--- src/rtl/slice_tx_pkg.sv ---
package slice_tx_pkg;

   typedef enum logic {
      ORDER_LSB_FIRST = 1'b0,
      ORDER_MSB_FIRST = 1'b1
   } slice_order_e;

   localparam int unsigned SLICE_W = 2;

endpackage

--- src/rtl/slice_tx_sync.sv ---
module slice_tx_sync #(
   parameter int unsigned STAGES = 2
) (
   input  logic clk,
   input  logic rst_n,
   input  logic async_i,
   output logic sync_o
);

   if (STAGES < 2) begin : g_bad_stages
      $error("slice_tx_sync: STAGES must be at least 2");
   end

   logic [STAGES-1:0] chain_q;

   always_ff @(posedge clk or negedge rst_n) begin
      if (!rst_n) begin
         chain_q <= '0;
      end else begin
         chain_q <= {chain_q[STAGES-2:0], async_i};
      end
   end

   assign sync_o = chain_q[STAGES-1];

endmodule

--- src/rtl/slice_tx_fifo.sv ---
module slice_tx_fifo #(
   parameter int unsigned DATA_W = 8,
   parameter int unsigned DEPTH  = 8
) (
   input  logic              clk,
   input  logic              rst_n,
   input  logic              push_i,
   input  logic [DATA_W-1:0] push_data_i,
   input  logic              pop_i,
   output logic [DATA_W-1:0] head_o,
   output logic              empty_o,
   output logic              full_o
);

   localparam int unsigned AW = (DEPTH > 1) ? $clog2(DEPTH) : 1;
   localparam int unsigned CW = AW + 1;

   if (DEPTH < 2 || (DEPTH & (DEPTH - 1)) != 0) begin : g_bad_depth
      $error("slice_tx_fifo: DEPTH must be a power of two, at least 2");
   end

   logic [DATA_W-1:0] mem_q [DEPTH];
   logic [AW-1:0]     wptr_q, rptr_q;
   logic [CW-1:0]     count_q;
   logic              push_ok, pop_ok;

   assign full_o  = (count_q == CW'(DEPTH));
   assign empty_o = (count_q == '0);
   assign push_ok = push_i && !full_o;
   assign pop_ok  = pop_i && !empty_o;
   assign head_o  = mem_q[rptr_q];

   always_ff @(posedge clk) begin
      if (push_ok) begin
         mem_q[wptr_q] <= push_data_i;
      end
   end

   always_ff @(posedge clk or negedge rst_n) begin
      if (!rst_n) begin
         wptr_q  <= '0;
         rptr_q  <= '0;
         count_q <= '0;
      end else begin
         if (push_ok) wptr_q <= wptr_q + 1'b1;
         if (pop_ok)  rptr_q <= rptr_q + 1'b1;
         case ({push_ok, pop_ok})
            2'b10:   count_q <= count_q + 1'b1;
            2'b01:   count_q <= count_q - 1'b1;
            default: count_q <= count_q;
         endcase
      end
   end

   // a write into a full queue without a pop leaves the fill level alone
   a_r6_no_overflow: assert property (@(posedge clk) disable iff (!rst_n)
      (full_o && push_i && !pop_i) |=> $stable(count_q));

   // the serializer never asks for a pop from an empty queue
   a_r5_no_underflow: assert property (@(posedge clk) disable iff (!rst_n)
      pop_i |-> (count_q != '0));

endmodule

--- src/rtl/slice_tx_tick.sv ---
module slice_tx_tick #(
   parameter int unsigned TICK_CYCLES = 12800
) (
   input  logic clk,
   input  logic rst_n,
   input  logic enable_i,
   input  logic ack_i,
   output logic pend_o
);

   localparam int unsigned CW = (TICK_CYCLES > 1) ? $clog2(TICK_CYCLES) : 1;

   if (TICK_CYCLES < 2) begin : g_bad_tick
      $error("slice_tx_tick: TICK_CYCLES must be at least 2");
   end

   logic [CW-1:0] cnt_q;
   logic          wrap;

   assign wrap = enable_i && (cnt_q == CW'(TICK_CYCLES - 1));

   always_ff @(posedge clk or negedge rst_n) begin
      if (!rst_n) begin
         cnt_q  <= '0;
         pend_o <= 1'b0;
      end else if (!enable_i) begin
         cnt_q  <= '0;
         pend_o <= 1'b0;
      end else begin
         cnt_q <= wrap ? '0 : cnt_q + 1'b1;
         if (wrap)       pend_o <= 1'b1;
         else if (ack_i) pend_o <= 1'b0;
      end
   end

   // no periodic request is held while interrupts are disabled
   a_r8_tick_masked: assert property (@(posedge clk) disable iff (!rst_n)
      !enable_i |=> !pend_o);

   // a pending tick is only ever raised by a completed interval
   a_r9_tick_source: assert property (@(posedge clk) disable iff (!rst_n)
      $rose(pend_o) |-> $past(enable_i));

endmodule

--- src/rtl/slice_tx_port.sv ---
module slice_tx_port #(
   parameter int unsigned                 DATA_W      = 8,
   parameter int unsigned                 DEPTH       = 8,
   parameter int unsigned                 SYNC_STAGES = 2,
   parameter int unsigned                 TICK_CYCLES = 12800,
   parameter slice_tx_pkg::slice_order_e ORDER       = slice_tx_pkg::ORDER_LSB_FIRST
) (
   input  logic              clk,
   input  logic              rst_n,
   input  logic              wr_valid,
   input  logic [DATA_W-1:0] wr_data,
   output logic              wr_ready,
   input  logic              host_rd,
   input  logic              irq_en,
   output logic              slice_lo,
   output logic              slice_hi,
   output logic              byte_avail,
   output logic              irq
);

   localparam int unsigned SW   = slice_tx_pkg::SLICE_W;
   localparam int unsigned NSL  = DATA_W / SW;
   localparam int unsigned IW   = (NSL > 1) ? $clog2(NSL) : 1;
   localparam int unsigned LAST = NSL - 1;

   if (DATA_W < SW || (DATA_W % SW) != 0) begin : g_bad_width
      $error("slice_tx_port: DATA_W must be a multiple of the slice width");
   end

   logic              rd_s, rd_prev_q, rd_rise, rd_fall;
   logic [DATA_W-1:0] head;
   logic              empty, full;
   logic              advance, pop;
   logic [IW-1:0]     idx_q;
   logic              serving_q;
   logic              tick_pend;
   logic [SW-1:0]     slices [NSL];
   logic [SW-1:0]     cur_slice;

   slice_tx_sync #(.STAGES(SYNC_STAGES)) u_sync (
      .clk     (clk),
      .rst_n   (rst_n),
      .async_i (host_rd),
      .sync_o  (rd_s)
   );

   always_ff @(posedge clk or negedge rst_n) begin
      if (!rst_n) rd_prev_q <= 1'b0;
      else        rd_prev_q <= rd_s;
   end

   assign rd_rise = rd_s && !rd_prev_q;
   assign rd_fall = !rd_s && rd_prev_q;

   slice_tx_fifo #(.DATA_W(DATA_W), .DEPTH(DEPTH)) u_fifo (
      .clk         (clk),
      .rst_n       (rst_n),
      .push_i      (wr_valid),
      .push_data_i (wr_data),
      .pop_i       (pop),
      .head_o      (head),
      .empty_o     (empty),
      .full_o      (full)
   );

   assign wr_ready   = !full;
   assign byte_avail = !empty;
   assign advance    = rd_fall && !empty;
   assign pop        = advance && (idx_q == IW'(LAST));

   always_ff @(posedge clk or negedge rst_n) begin
      if (!rst_n) begin
         idx_q <= '0;
      end else if (pop) begin
         idx_q <= '0;
      end else if (advance) begin
         idx_q <= idx_q + 1'b1;
      end
   end

   // Slice table of the head byte, ordered by the chosen variant.
   for (genvar s = 0; s < NSL; s++) begin : g_slice
      if (ORDER == slice_tx_pkg::ORDER_LSB_FIRST) begin : g_lsb
         assign slices[s] = head[s*SW +: SW];
      end else begin : g_msb
         assign slices[s] = head[(LAST-s)*SW +: SW];
      end
   end

   assign cur_slice = empty ? '0 : slices[idx_q];
   assign slice_lo  = cur_slice[0];
   assign slice_hi  = cur_slice[1];

   // A read session starts at a strobe assertion with data waiting and ends
   // once the queue has drained.
   always_ff @(posedge clk or negedge rst_n) begin
      if (!rst_n) begin
         serving_q <= 1'b0;
      end else if (rd_rise && !empty) begin
         serving_q <= 1'b1;
      end else if (empty) begin
         serving_q <= 1'b0;
      end
   end

   slice_tx_tick #(.TICK_CYCLES(TICK_CYCLES)) u_tick (
      .clk      (clk),
      .rst_n    (rst_n),
      .enable_i (irq_en),
      .ack_i    (rd_rise),
      .pend_o   (tick_pend)
   );

   assign irq = irq_en && (tick_pend || (!empty && !serving_q));

   // the slice position only moves on a strobe release
   a_r3_idx_hold: assert property (@(posedge clk) disable iff (!rst_n)
      !rd_fall |=> $stable(idx_q));

   // releasing the last slice returns the position to the first slice
   a_r4_pop_wraps: assert property (@(posedge clk) disable iff (!rst_n)
      (rd_fall && !empty && idx_q == IW'(LAST)) |=> (idx_q == '0));

   // a strobe release with an empty queue leaves the position at zero
   a_r5_empty_idle: assert property (@(posedge clk) disable iff (!rst_n)
      empty |-> (idx_q == '0));

   // a strobe assertion with data waiting silences the data request
   a_r7_ack_data: assert property (@(posedge clk) disable iff (!rst_n)
      (rd_rise && !empty) |=> serving_q);

endmodule

--- config.mk ---
export PLATFORM = sky130hd
export DESIGN_NAME = slice_tx_port
export DESIGN_NICKNAME = d
export VERILOG_FILES = /design/src/rtl/slice_tx_pkg.sv /design/src/rtl/slice_tx_sync.sv /design/src/rtl/slice_tx_fifo.sv /design/src/rtl/slice_tx_tick.sv /design/src/rtl/slice_tx_port.sv
export SDC_FILE = /design/constraint.sdc
export NUM_CORES = 1
export LEC_CHECK = 0
export CORE_MARGIN = 3
export CORE_UTILIZATION = 25
export DETAILED_ROUTE_END_ITERATION = 10
export PLACE_DENSITY = 0.47
export SETUP_SLACK_MARGIN = 0.4
export SYNTH_ARGS = -nofsm -noshare
export SYNTH_HDL_FRONTEND = slang
export SYNTH_SLANG_ARGS = --single-unit
--- constraint.sdc ---
create_clock -name clk -period 5.1 [get_ports clk]
set_input_delay 1.275 -clock clk [delete_from_list [all_inputs] [get_ports clk]]
set_output_delay 1.275 -clock clk [all_outputs]
set_load 0.02 [all_outputs]
==> run_results.csv <==
group,metric,value,unit
floorplanning,die_area,17710,um^2
setup_path,timing.critical_path.max_delay_family,"flip-flops",
clock_tree,clk_latency,0.34,ns
synth,synth_fp_nets,272,
synth,ys_top_cells_by_count,"edfxtp_1, dfrtp_1, nor2_1, xnor2_1, nand2_1",
route,remaining_drc_errors,0,
worst_hold_path,worstHoldStart,"u_sync.chain_q[0]$_DFF_PN0_",
power_and_ir_drop,worst_ir_drop_vdd,0.2005,mV
global_route,initial_antenna_violation_count,0,
synth,leading_area_contributor_after_synthesis,"edfxtp_1",
synth,postSynthAreaPerCell,16.02,um^2
final_layout,nets,297,
route,viasPerCell,4.294,
place,finalWeightedCongestion,0.7037,
clock_tree,clock-sinks,95,
global_route,grt_start_max_net_pins,32,
sta,holdWs,0.3550,ns
floorplanning,floorplan.die.height,133.1,um
setup_path,rr_worst_depth,11,
power_and_ir_drop,power.share.clock,28.6,%
floorplanning,design.core.area,15480,um^2
final_layout,syn2layout_area_growth,18.31,%
sta,grt_setup_unrepaired,"false",
place,placement.io_buffers,17,
setup_path,worstPathCellList,"mux4_2 > nor2b_1 > a2111oi_2 > nor4_1 > clkdlybuf4s50_1",
sta,finalCritPeriodShare,85.04,%
status,outcome,"finished, final reports clean",
job,maxcap_violations,0,
sta,setup_total_negative_slack,0,ns
floorplanning,core.rowCount,45,
power_and_ir_drop,switching_share,30.44,%
synth,ys_types,43,
power_and_ir_drop,p_leak,1.638,nW
route,route.detailed.wl_per_inst,15.51,um
setup_path,critPathLaunch,"u_fifo.rptr_q[0]$_DFFE_PN0P_",
setup_path,setup.worst_path.start_class,"flop",
synth,synth_top_area_share,47.60,%
sta,final-setup-viol-count,0,
power_and_ir_drop,power.switching,725.8,uW
place,dpl.hpwl,5069,um
setup_path,worst-setup-path-type,"reg2out",
synth,synthTopCellsByArea,"edfxtp_1, dfrtp_1, mux4_2",
worst_hold_path,min_delay_path_depth,0,
floorplanning,boundaryPins,18,
power_and_ir_drop,relative_contribution_of_sequential_cells_to_total_power,47.0,%
setup_path,reg2reg_from,"u_fifo.count_q[1]$_DFFE_PN0P_",
route,drtIter0Drc,151,
final_layout,ratio_of_cells_with_drive_above_1_in_the_final_layout,15.25,%
floorplanning,start_util,26.08,%
clock_tree,cts_tree,"built",
sta,slew_violations,0,
final_layout,regArea,2698,um^2
sta,achievable-frequency,230.6,MHz
worst_hold_path,holdCritPathClass,"reg2reg",
setup_path,ff_to_ff_end,"u_fifo.count_q[2]$_DFFE_PN0P_",
sta,period_needed,4.337,ns
power_and_ir_drop,internal_power,1.658,mW
global_route,grt_pass1_vias,2147,
clock_tree,clk_pin_slew,0.07,ns
power_and_ir_drop,power.total,2.384,mW
sta,worstMarginPinSlew,1.057,ns
setup_path,arrival,3.06,ns
setup_path,crit_buf_inv,1,
final_layout,n_fill_cell,1532,
final_layout,multi_input_area,1285,um^2
power_and_ir_drop,combPwrFrac,24.4,%
route,detailroute.via_count,2117,
global_route,grt_pass1_wl,12190,um
final_layout,antennaDiodeCount,0,
synth,async_set_or_reset_register_ratio_after_synthesis,32.63,%
synth,postSynthCellCount,252,
sta,fin_skew,0.007221,ns
synth,library_cell_with_the_highest_instance_count_after_synthesis,"edfxtp_1",
setup_path,cp.required,3.83,ns
setup_path,setup.worst_path.end_class,"output pin",
power_and_ir_drop,power-per-cell-area,499.0,nW/um^2
synth,synth_seq_cells,95,
setup_path,cpPeakStageDelay,0.93,ns
global_route,grt_usage,9.148,%
clock_tree,postCtsHoldBufs,0,
route,count_of_antenna_violating_nets_left_after_detailed_routing,0,
sta,max-slew-margin-rel,29.29,%
clock_tree,cts_repair_resize_count,0,
sta,report.final.hold_viol_count,0,
synth,synth-edff-count,64,
clock_tree,htree_levels,3,
route,firstDrtPassIters,4,
synth,ys.warnings.count,0,
setup_path,worst-r2r-setup-slack,2.27,ns
setup_path,crit_path_max_delay_cell_type,"dfrtp_1",
clock_tree,cts.root.buffer_cell,"clkbuf_16",
floorplanning,dieWidth,133.1,um
synth,postSynth.topFlopCell,"edfxtp_1",
clock_tree,cts_buffer_depth,2,
route,final_wl,7645,um
synth,yosysSeqAreaShare,66.81,%
synth,post_synth_instance_area,4038,um^2
clock_tree,post-cts-setup-buffer-count,0,
clock_tree,cts_inserted_buffers,9,
setup_path,critical_path.max_fanout,18,
global_route,grt_overflow,0,
sta,setup_slack,0.7631,ns
worst_hold_path,min_to,"u_sync.chain_q[1]$_DFF_PN0_",
place,placement.setup.worst_slack,1.086,ns
==> logic make-up (layout without fill, tap and decap cells) <==
kind of cell / after synthesis / after routing / share of synthesized area, %
AOI/OAI and AO/OA: 16 / 16 / 2.820
xor gates and xnor gates: 20 / 20 / 4.338
adders and majority gates: 7 / 7 / 2.169
buffers and inverters: 14 / 44 / 1.890
DFF: 95 / 95 / 66.81
muxes: 23 / 23 / 11.53
and+or+nand+nor: 77 / 77 / 10.44
==> through the flow <==
stage	instance area (um^2)	std cells	util [%]
after floorplan	4038	252	-
after global placement	4473	477	28.89
after detailed placement	4473	477	28.89
after CTS	4777	493	30.85
after global routing	4777	493	30.85
final	4777	493	30.85
==> cell type report <==
class                      count  area share (%)
inverter                       7          0.5500
sequential                    95           56.47
tap                          211           5.526
multi-input combinational    143           26.90
timing repair buffer          21           4.191
clock inverter                 7           1.650
clock buffer                   9           4.715
==> power by group through the flow <==
stage / sequential, mW / combinational, mW / clock (mW)
2_1_floorplan: 1.04 / 0.486 / 0
3_3_place_gp: 1.14 / 0.591 / 0
3_5_place_dp: 1.14 / 0.596 / 0
4_1_cts: 1.13 / 0.598 / 0.706
5_1_grt: 1.15 / 0.650 / 0.735
6_report: 1.12 / 0.582 / 0.681
==> layout by cell type, fill, tap and decap left out, types with 3 or more instances in the layout <==
| master | n |
|---|---|
| mux4_1 | 7 |
| nor2_1 | 17 |
| nor2b_1 | 4 |
| buf_4 | 4 |
| nor3_2 | 3 |
| mux2_2 | 7 |
| nand4_1 | 3 |
| xnor2_1 | 12 |
| nand2b_1 | 5 |
| and2_1 | 4 |
| a211oi_1 | 4 |
| clkbuf_16 | 9 |
| nand3_1 | 9 |
| nor3_1 | 4 |
| dfrtp_1 | 31 |
| ha_1 | 7 |
| inv_1 | 7 |
| edfxtp_1 | 64 |
| nor4_1 | 5 |
| a21oi_1 | 3 |
| mux4_2 | 9 |
| xor2_1 | 8 |
| nand2_1 | 10 |
| clkdlybuf4s50_1 | 17 |
==> state kept, by name, indices dropped and copies added (netlist names) <==
signal,cells
idx_q,2
rd_prev_q,1
serving_q,1
u_fifo.count_q,4
u_fifo.mem_q,64
u_fifo.rptr_q,3
u_fifo.wptr_q,3
u_sync.chain_q,2
u_tick.cnt_q,14
u_tick.pend_o,1
==> layer usage <==
metal	track usage [%]	share of wire, %
met5	0	0
met4	3.291	1.5
met2	14.19	49
met3	2.928	3.5
met1	12.03	46
==> worst max-delay path by stage <==
| stage | slack (ns) | endpoint | cells past startpoint |
|---|---|---|---|
| after global routing | 0.52 | slice_hi | 5 |
| after detailed placement | 1.09 | slice_lo | 5 |
| after floorplan | 1.96 | slice_lo | 5 |
| after CTS | 0.71 | slice_lo | 5 |
| final | 0.76 | slice_lo | 5 |
| after global placement | 1.06 | slice_hi | 5 |
No activity file was read; power rests on OpenSTA's default activity.
